==> src/rtl/intx_pkg.sv <==
// Shared constants and types for the legacy interrupt message generator.
// Assumes nothing beyond a single clock domain.
package intx_pkg;
    // Kind of message carried on the output stream.
    typedef enum logic {
        MSG_DEASSERT = 1'b0,
        MSG_ASSERT   = 1'b1
    } msg_kind_e;

    // Interrupt messages always travel on traffic class zero.
    localparam logic [2:0] INTX_TC = 3'd0;
endpackage

==> src/rtl/intx_track.sv <==
// Reported-level tracker: holds, per function, the level last accepted
// downstream. Pending work is wherever the effective level and the
// reported level differ. Assumes acc_fn < N whenever acc_valid is high.
module intx_track #(
    parameter  int N  = 4,
    localparam int FW = (N > 1) ? $clog2(N) : 1
) (
    input  logic         clk,
    input  logic         rst_n,
    input  logic [N-1:0] eff_lvl,
    input  logic         acc_valid,
    input  logic [FW-1:0] acc_fn,
    input  logic         acc_kind,
    output logic [N-1:0] pending
);
    logic [N-1:0] reported;

    // Update the reported flag of the accepted function only.
    always_ff @(posedge clk) begin
        if (!rst_n) begin
            reported <= '0;
        end else if (acc_valid) begin
            reported[acc_fn] <= acc_kind;
        end
    end

    // Pending work: the effective level disagrees with what was reported.
    always_comb pending = eff_lvl ^ reported;

    // an accepted message sets the flag to its kind.
    p_flag_takes_kind_r9: assert property (@(posedge clk) disable iff (!rst_n)
        acc_valid |=> reported[$past(acc_fn)] == $past(acc_kind));

    // without an acceptance, the flags do not move.
    p_flag_quiet_r9: assert property (@(posedge clk) disable iff (!rst_n)
        !acc_valid |=> $stable(reported));
endmodule

==> src/rtl/intx_pick.sv <==
// Fixed-priority selector: picks the lowest-index pending function and
// reports the kind of message it needs (its current effective level).
module intx_pick #(
    parameter  int N  = 4,
    localparam int FW = (N > 1) ? $clog2(N) : 1
) (
    input  logic          clk,
    input  logic          rst_n,
    input  logic [N-1:0]  pending,
    input  logic [N-1:0]  eff_lvl,
    output logic          pick_valid,
    output logic [FW-1:0] pick_fn,
    output logic          pick_kind
);
    // Walk from index 0 upward and keep the first pending function.
    always_comb begin
        pick_valid = 1'b0;
        pick_fn    = '0;
        for (int i = 0; i < N; i++) begin
            if (!pick_valid && pending[i]) begin
                pick_valid = 1'b1;
                pick_fn    = FW'(i);
            end
        end
        pick_kind = eff_lvl[pick_fn];
    end

    // the chosen function is pending and no lower index is pending.
    p_lowest_first_r6: assert property (@(posedge clk) disable iff (!rst_n)
        pick_valid |-> (pending[pick_fn] &&
                        ((pending & ((N'(1) << pick_fn) - N'(1))) == '0)));
endmodule

==> src/rtl/intx_out.sv <==
// Output holding register for the message stream. It loads a new message
// only when empty, so every acceptance is followed by one idle cycle. This
// keeps a freshly accepted function from being picked again before its
// reported flag has settled.
module intx_out #(
    parameter int FW = 2
) (
    input  logic          clk,
    input  logic          rst_n,
    input  logic          cand_valid,
    input  logic [FW-1:0] cand_fn,
    input  logic          cand_kind,
    input  logic          out_ready,
    output logic          out_valid,
    output logic [FW-1:0] out_fn,
    output logic          out_kind
);
    // Load when empty, drop on acceptance, otherwise hold.
    always_ff @(posedge clk) begin
        if (!rst_n) begin
            out_valid <= 1'b0;
            out_fn    <= '0;
            out_kind  <= 1'b0;
        end else if (!out_valid) begin
            out_valid <= cand_valid;
            out_fn    <= cand_fn;
            out_kind  <= cand_kind;
        end else if (out_ready) begin
            out_valid <= 1'b0;
        end
    end

    // a stalled message stays put.
    p_hold_stalled_r4: assert property (@(posedge clk) disable iff (!rst_n)
        (out_valid && !out_ready) |=> (out_valid && $stable(out_fn) && $stable(out_kind)));

    // one idle cycle follows every acceptance.
    p_bubble_after_accept_r10: assert property (@(posedge clk) disable iff (!rst_n)
        (out_valid && out_ready) |=> !out_valid);
endmodule

==> src/rtl/intx_msg_gen.sv <==
// Legacy interrupt message generator top. It gates each function's
// status with its disable, tracks reported levels, picks the lowest
// pending function and presents one message at a time on a valid/ready
// stream. Assumes synchronous level inputs in the clk domain.
module intx_msg_gen #(
    parameter  int NUM_FUNC = 4,
    localparam int FN_W     = (NUM_FUNC > 1) ? $clog2(NUM_FUNC) : 1
) (
    input  logic                clk,
    input  logic                rst_n,
    input  logic [NUM_FUNC-1:0] irq_sts,
    input  logic [NUM_FUNC-1:0] irq_dis,
    output logic                msg_valid,
    input  logic                msg_ready,
    output logic                msg_assert,
    output logic [FN_W-1:0]     msg_func,
    output logic [2:0]          msg_tc
);
    import intx_pkg::*;

    logic [NUM_FUNC-1:0] eff_lvl;
    logic [NUM_FUNC-1:0] pending;
    logic                pick_valid;
    logic [FN_W-1:0]     pick_fn;
    logic                pick_kind;
    logic                accept;

    // Input gating: a disabled function reads as a low level.
    for (genvar g = 0; g < NUM_FUNC; g++) begin : g_gate
        assign eff_lvl[g] = irq_sts[g] & ~irq_dis[g];
    end

    // Handshake completes when a presented message is taken.
    always_comb accept = msg_valid & msg_ready;

    intx_track #(.N(NUM_FUNC)) u_track (
        .clk       (clk),
        .rst_n     (rst_n),
        .eff_lvl   (eff_lvl),
        .acc_valid (accept),
        .acc_fn    (msg_func),
        .acc_kind  (msg_assert),
        .pending   (pending)
    );

    intx_pick #(.N(NUM_FUNC)) u_pick (
        .clk        (clk),
        .rst_n      (rst_n),
        .pending    (pending),
        .eff_lvl    (eff_lvl),
        .pick_valid (pick_valid),
        .pick_fn    (pick_fn),
        .pick_kind  (pick_kind)
    );

    intx_out #(.FW(FN_W)) u_out (
        .clk        (clk),
        .rst_n      (rst_n),
        .cand_valid (pick_valid),
        .cand_fn    (pick_fn),
        .cand_kind  (pick_kind),
        .out_ready  (msg_ready),
        .out_valid  (msg_valid),
        .out_fn     (msg_func),
        .out_kind   (msg_assert)
    );

    // Traffic class is fixed for legacy interrupt messages.
    always_comb msg_tc = INTX_TC;

    // a newly presented message matches the level seen when loaded.
    p_kind_matches_level_r2: assert property (@(posedge clk) disable iff (!rst_n)
        $rose(msg_valid) |->
            (msg_assert == (($past(eff_lvl) & (NUM_FUNC'(1) << msg_func)) != '0)));

    // an empty output with pending work is filled on the next edge.
    p_fill_when_idle_r10: assert property (@(posedge clk) disable iff (!rst_n)
        (!msg_valid && (pending != '0)) |=> msg_valid);
endmodule

==> config.mk <==
export PLATFORM = sky130hd
export DESIGN_NAME = intx_msg_gen
export DESIGN_NICKNAME = d
export VERILOG_FILES = /design/src/rtl/intx_pkg.sv /design/src/rtl/intx_track.sv /design/src/rtl/intx_pick.sv /design/src/rtl/intx_out.sv /design/src/rtl/intx_msg_gen.sv
export SDC_FILE = /design/constraint.sdc
export NUM_CORES = 1
export LEC_CHECK = 0
export BUFFER_PORTS_ARGS = -buffer_cell sky130_fd_sc_hd__clkbuf_2
export CAP_MARGIN = 30
export CORE_AREA = 3 3 40 42
export CTS_CLUSTER_DIAMETER = 40
export DETAILED_ROUTE_END_ITERATION = 8
export DIE_AREA = 0 0 43 45
export GPL_ROUTABILITY_DRIVEN = 0
export HOLD_SLACK_MARGIN = 0.1
export PLACE_DENSITY_LB_ADDON = 0.25
export SETUP_SLACK_MARGIN = 0.02
export SYNTH_ARGS = -nofsm -noshare
export SYNTH_HDL_FRONTEND = slang
export SYNTH_SLANG_ARGS = --single-unit
==> constraint.sdc <==
create_clock -name clk -period 1.8 [get_ports clk]
set_input_delay 0.09 -clock clk [delete_from_list [all_inputs] [get_ports clk]]
set_output_delay 0.09 -clock clk [all_outputs]
set_load 0.01 [all_outputs]
==> reports/metrics.csv, run 1 <==
metric;value;unit
layout_commonest_cell;clkbuf_2;
cts.sink_count;8;
finalCoreUtilization;44.9;%
die_area;1940;um^2
synthCells;54;
power.density;731;nW/um^2
vias_per_cell;4.85;
post_cts_resized;0;
rsz0062_at_grt;false;
clock_power_share;33.2;%
seqPwrFrac;46.9;%
grt-ovfl-total;0;
cap_violations;0;
path_cells;or3b_1, maj3_2, maj3_2, nor3_2, o31a_1;
grt_pass1_vias;398;
crit_required;2.00;ns
detail-route-antenna-nets;0;
layout_common_cells;14 x clkbuf_2, 8 x dfxtp_1, 6 x nor2b_1;
areaGrowthSynthToFinish;20.7;%
hp-class;primary input to flip-flop;
fin_crit_sh;87.6;%
yosysUniqueCellTypes;26;
switching_share;27.8;%
reg2reg_slack;0.22;ns
fin_crit;1.58;ns
setup_viol;0;
drtIter0Drc;7;
htreeDepth;1;
io_buffers;14;
tns;0;ns
fp-row-count;13;
grt_use_total;11.8;%
worst_setup_path_start_kind;flip-flop;
coreArea;1280;um^2
critPathCaptureType;flip-flop;
slowest_delay;0.38;ns
grt_max_degree;9;
internal_power;0.000304;W
dr_total_vias;412;
power.leakage;0.246;nW
combPwrFrac;19.9;%
root_buffer;clkbuf_4;
io_pins;18;
post-cts-setup-buffers;0;
drv_slew;0;
ir_drop;328;uV
initial_utilization;37.2;%
cp.arrival;1.78;ns
routed_wirelength;963;um
remaining_drc_errors;0;
postCtsHoldBufs;0;
cp_common_cell;maj3_2;
fin_nets;83;
place.detailed.hpwl;781;um
p_switching;0.000117;W
clock.fmax;0.634;GHz
die_y;45;um
antennaDiodeCount;0;
crit_fanout;3;
grt_pass1_wl;1660;um
antenna_found_initial;0;
cts_tree;done;
drive_gt1_share;30.0;%
fillCellCount;143;
crit_type;flip-flop to flip-flop;
ys_seq_area_share;33.5;%
cts_buffers;3;
synth-seq-cells;8;
power;0.000422;W
syn_area;478;um^2
first_pass_iters;3;
detail_route.wl_per_cell;11.3;um
cts_buffer_depth;2;
die_w;43;um
finalHoldViolCount;0;
finClkSkew;0.00807;ns
cts.clk_slew.worst_paths;0.06;ns
outcome;finished clean;
syn_area_per_cell;8.85;um^2
crit_path_top_delay_cell;or3b_1;
clock_latency;0.26;ns
yosysWarnings;0;
## cell type report
| type | count | area, um^2 | share of cell area [%] |
|---|---|---|---|
| clock buffer | 3 | 22.5 | 3.90 |
| sequential | 8 | 160 | 27.8 |
| tap | 15 | 18.8 | 3.25 |
| multi-input combinational | 44 | 298 | 51.6 |
| timing repair buffer | 15 | 77.6 | 13.4 |
## logic make-up after synthesis
| group | Yosys count | synth area share, % |
|---|---|---|
| DFF | 8 | 33.5 |
| xor gates and xnor gates | 5 | 9.16 |
| other | 1 | 0.785 |
| AOI/OAI and AO/OA | 7 | 11.3 |
| muxes | 3 | 6.28 |
| and+or+nand+nor | 24 | 28.5 |
| buffers and inverters | 4 | 5.76 |
| adders and majority gates | 2 | 4.71 |
## flip-flops by register name, indices dropped and copies added, names as in the netlist
register / count
u_out.out_valid: 1
u_track.reported: 4
u_out.out_fn: 2
u_out.out_kind: 1
## cell usage after synthesis (all sizes together)
cell	instances	area, um^2
clkbuf	1	5.00
nor2b	6	37.5
nand2	5	18.8
nand3	2	10.0
a21boi	1	7.51
buf	3	22.5
a41oi	1	8.76
a22oi	1	7.51
xnor2	3	26.3
nor3	2	15.0
nand4	1	6.26
nand2b	3	18.8
or3b	1	8.76
dfxtp	8	160
nor3b	1	7.51
maj3	2	22.5
o21ai	1	5.00
xor2	2	17.5
and2	1	6.26
mux2i	3	30.0
nor2	2	7.51
a211oi	1	7.51
o31a	1	8.76
conb	1	3.75
a32oi	1	8.76
## critical path, delay by kind of cell (launching register included)
kind,cells,cell delay [ns]
adder cells (fa/ha/maj),2,0.61
AND/OR/NAND/NOR,2,0.48
flip-flops,1,0.32
AO/OA/AOI/OAI,1,0.12
## path summary, 6_finish.rpt
kind / depth (start not counted) / start / endpoint
max: 5 / u_track.reported[3] / u_out.out_kind
min reg2reg: 2 / u_track.reported[2] / u_track.reported[2]
min: 3 / rst_n / u_out.out_valid
max reg2reg: 5 / u_track.reported[3] / u_out.out_kind
## per-stage QoR
stage,setup slack (ns),instance area (um^2),instances,hold slack (ns)
final,0.223,577,85,0.134
after global routing,0.110,577,85,0.152
after CTS,0.204,577,85,0.127
after detailed placement,0.212,554,82,0.408
after global placement,0.245,554,82,0.405
after floorplan,0.264,485,56,0.209
## layer usage
layer / vias to the layer above / global-route usage [%] / routed length (um)
li1: 213 / - / -
met1: 188 / 14.5 / 447
met2: 11 / 17.7 / 455
met3: 0 / 5.18 / 61
met4: 0 / 5.42 / 0
met5: - / 0 / 0
## power groups by stage
stage	logic, W	clock network (W)	registers [W]
floorplan	0.0000565	0	0.000203
global placement	0.0000835	0	0.000202
detailed placement	0.0000841	0	0.000202
CTS	0.0000843	0.000151	0.000198
global route	0.0000954	0.000156	0.000200
finish	0.0000838	0.000140	0.000198
No activity file was read; power rests on OpenSTA's default activity.
==> inputs of run 2 (changes only) <==
- CORE_AREA: 3 3 40 42 -> 2 2 39 41
- DIE_AREA: 0 0 43 45 -> 0 0 41 43
- REMOVE_ABC_BUFFERS: not set -> 1
==> run 2 against run 1 <==
Compared with the run above:
- cell count increased by 1.2%
- power decreased by 0.73%
- critical path type unchanged
- worst setup slack worse by 0.017 ns
- non-clock buffer count did not move
- maximum frequency shrank 1.0%
- register-to-register slack got worse by 0.02 ns
- combinational power hardly changed
- clock power barely moved
- routed wire length down 1.1%
==> reports/metrics.csv, run 2 (synthesis gave the netlist of run 1 again) <==
metric;value;unit;change
die_w;41;um;-4.7%
drtIter0Drc;3;;-4
finalInstanceArea;578;um^2;+0.22%
tns;0;ns;unchanged
power;0.000418;W;-0.73%
top_register;u_track.reported;;
detail-route-antenna-nets;0;;unchanged
io_pins;18;;unchanged
place.detailed.hpwl;763;um;-2.3%
clock.fmax;0.628;GHz;-1.0%
initial_utilization;34.5;%;-2.7 points
cts.sink_count;8;;unchanged
finClkSkew;0.00139;ns;-0.00668 ns
hp-class;primary input to flip-flop;;
largest_register_ffs;4;;unchanged
cts.clk_slew.worst_paths;0.05;ns;about the same
cts_tree;done;;
drv_slew;0;;unchanged
grt_pass1_wl;1630;um;-1.7%
reg2regPathDepth;5;;unchanged
finalHoldViolCount;0;;unchanged
vias_per_cell;4.76;;-1.9%
grt-ovfl-total;0;;unchanged
critPathCaptureType;flip-flop;;
antenna_found_initial;0;;unchanged
antennaDiodeCount;0;;unchanged
coreArea;1380;um^2;+7.7%
ir_drop;359;uV;+9.5%
die_y;43;um;-4.4%
cap_violations;0;;unchanged
dr_total_vias;409;;-0.73%
place_ws;0.214;ns;+0.00198 ns
fin_nets;83;;unchanged
r2r-start;u_track.reported[3];;
io_buffers;14;;unchanged
worst_setup_path_start_kind;flip-flop;;
reg2reg_slack;0.21;ns;-0.02 ns
power.leakage;0.246;nW;unchanged
rsz0062_at_grt;false;;
crit_fanout;3;;unchanged
cts_buffers;3;;unchanged
detail_route.wl_per_cell;11.1;um;-2.3%
fin_crit_sh;88.5;%;+0.93 points
root_buffer;clkbuf_4;;
min_to;u_out.out_valid;;
outcome;finished clean;;
crit_required;2.00;ns;about the same
htreeDepth;1;;unchanged
post-cts-setup-buffers;0;;unchanged
power.density;724;nW/um^2;-0.94%
crit_type;flip-flop to flip-flop;;
first_pass_iters;2;;-1
grt_pass1_vias;400;;+0.50%
post_cts_resized;0;;unchanged
fin_crit;1.59;ns;+0.0167 ns
cp.arrival;1.79;ns;about the same
fp-row-count;14;;+1
drive_gt1_share;30.0;%;unchanged
clock_latency;0.25;ns;about the same
postCtsHoldBufs;0;;unchanged
die_area;1760;um^2;-8.9%
placed_area;556;um^2;+0.23%
hold_depth;3;;unchanged
setup_viol;0;;unchanged
areaGrowthSynthToFinish;20.9;%;
grt_max_degree;9;;unchanged
cts_buffer_depth;2;;unchanged
top_regs;u_track.reported: 4 flops, u_out.out_fn: 2 flops;;
layout_commonest_cell;clkbuf_2;;
worstReg2RegEnd;u_out.out_kind;;
layout_common_cells;14 x clkbuf_2, 8 x dfxtp_1, 6 x nor2b_1;;
grt_use_total;14.2;%;+2.5 points
layout_setup_ws;0.207;ns;-0.0166 ns
remaining_drc_errors;0;;unchanged
hold_start;rst_n;;
routed_wirelength;952;um;-1.1%
run 2: cell counts in the layout (fill, tap and decap cells not counted):
Identical to the previous run, type by type.
run 2: worst max-delay path by stage:
stage	from	to	slack (ns)	cells past startpoint
6_report	u_track.reported[3]	u_out.out_kind	0.21	5
5_1_grt	u_track.reported[3]	u_out.out_kind	0.14	5
4_1_cts	u_track.reported[3]	u_out.out_kind	0.20	5
3_5_place_dp	u_track.reported[3]	u_out.out_kind	0.21	5
3_3_place_gp	u_track.reported[3]	u_out.out_kind	0.23	5
2_1_floorplan	u_track.reported[3]	u_out.out_kind	0.26	5
run 2: cell type report:
class	instances	area [um^2]
clock buffers	3	22.5
fillers	156	806
multi-input cells	44	298
flip-flops and latches	8	160
well taps	16	20.0
repair buffers	15	77.6
run 2: layer usage:
metal  track usage (%)  share of wire, %  vias to the layer above
li1                  -                 -                      213
met1              18.6                48                      180
met2              18.8                43                       11
met3              3.14               4.7                        5
met4              12.0               3.4                        0
met5                 0                 0                        -
run 2: critical path: stages (launching register included):
cell     delay, ns
dfxtp_1       0.32
or3b_1        0.37
maj3_2        0.30
maj3_2        0.31
nor3_2        0.11
o31a_1        0.13
run 2: stage by stage:
stage	cells	hold WS, ns	utilization (%)
floorplan	52	0.209	-
global placement	83	0.413	40.1
detailed placement	83	0.413	40.1
CTS	86	0.146	41.8
global route	86	0.147	41.8
finish	86	0.144	41.8
run 2: where the power goes:
group | switching (W) | internal [W]
Sequential | 0.0000118 | 0.000186
Combinational | 0.0000422 | 0.0000413
Clock | 0.0000605 | 0.0000763
Total | 0.000114 | 0.000304
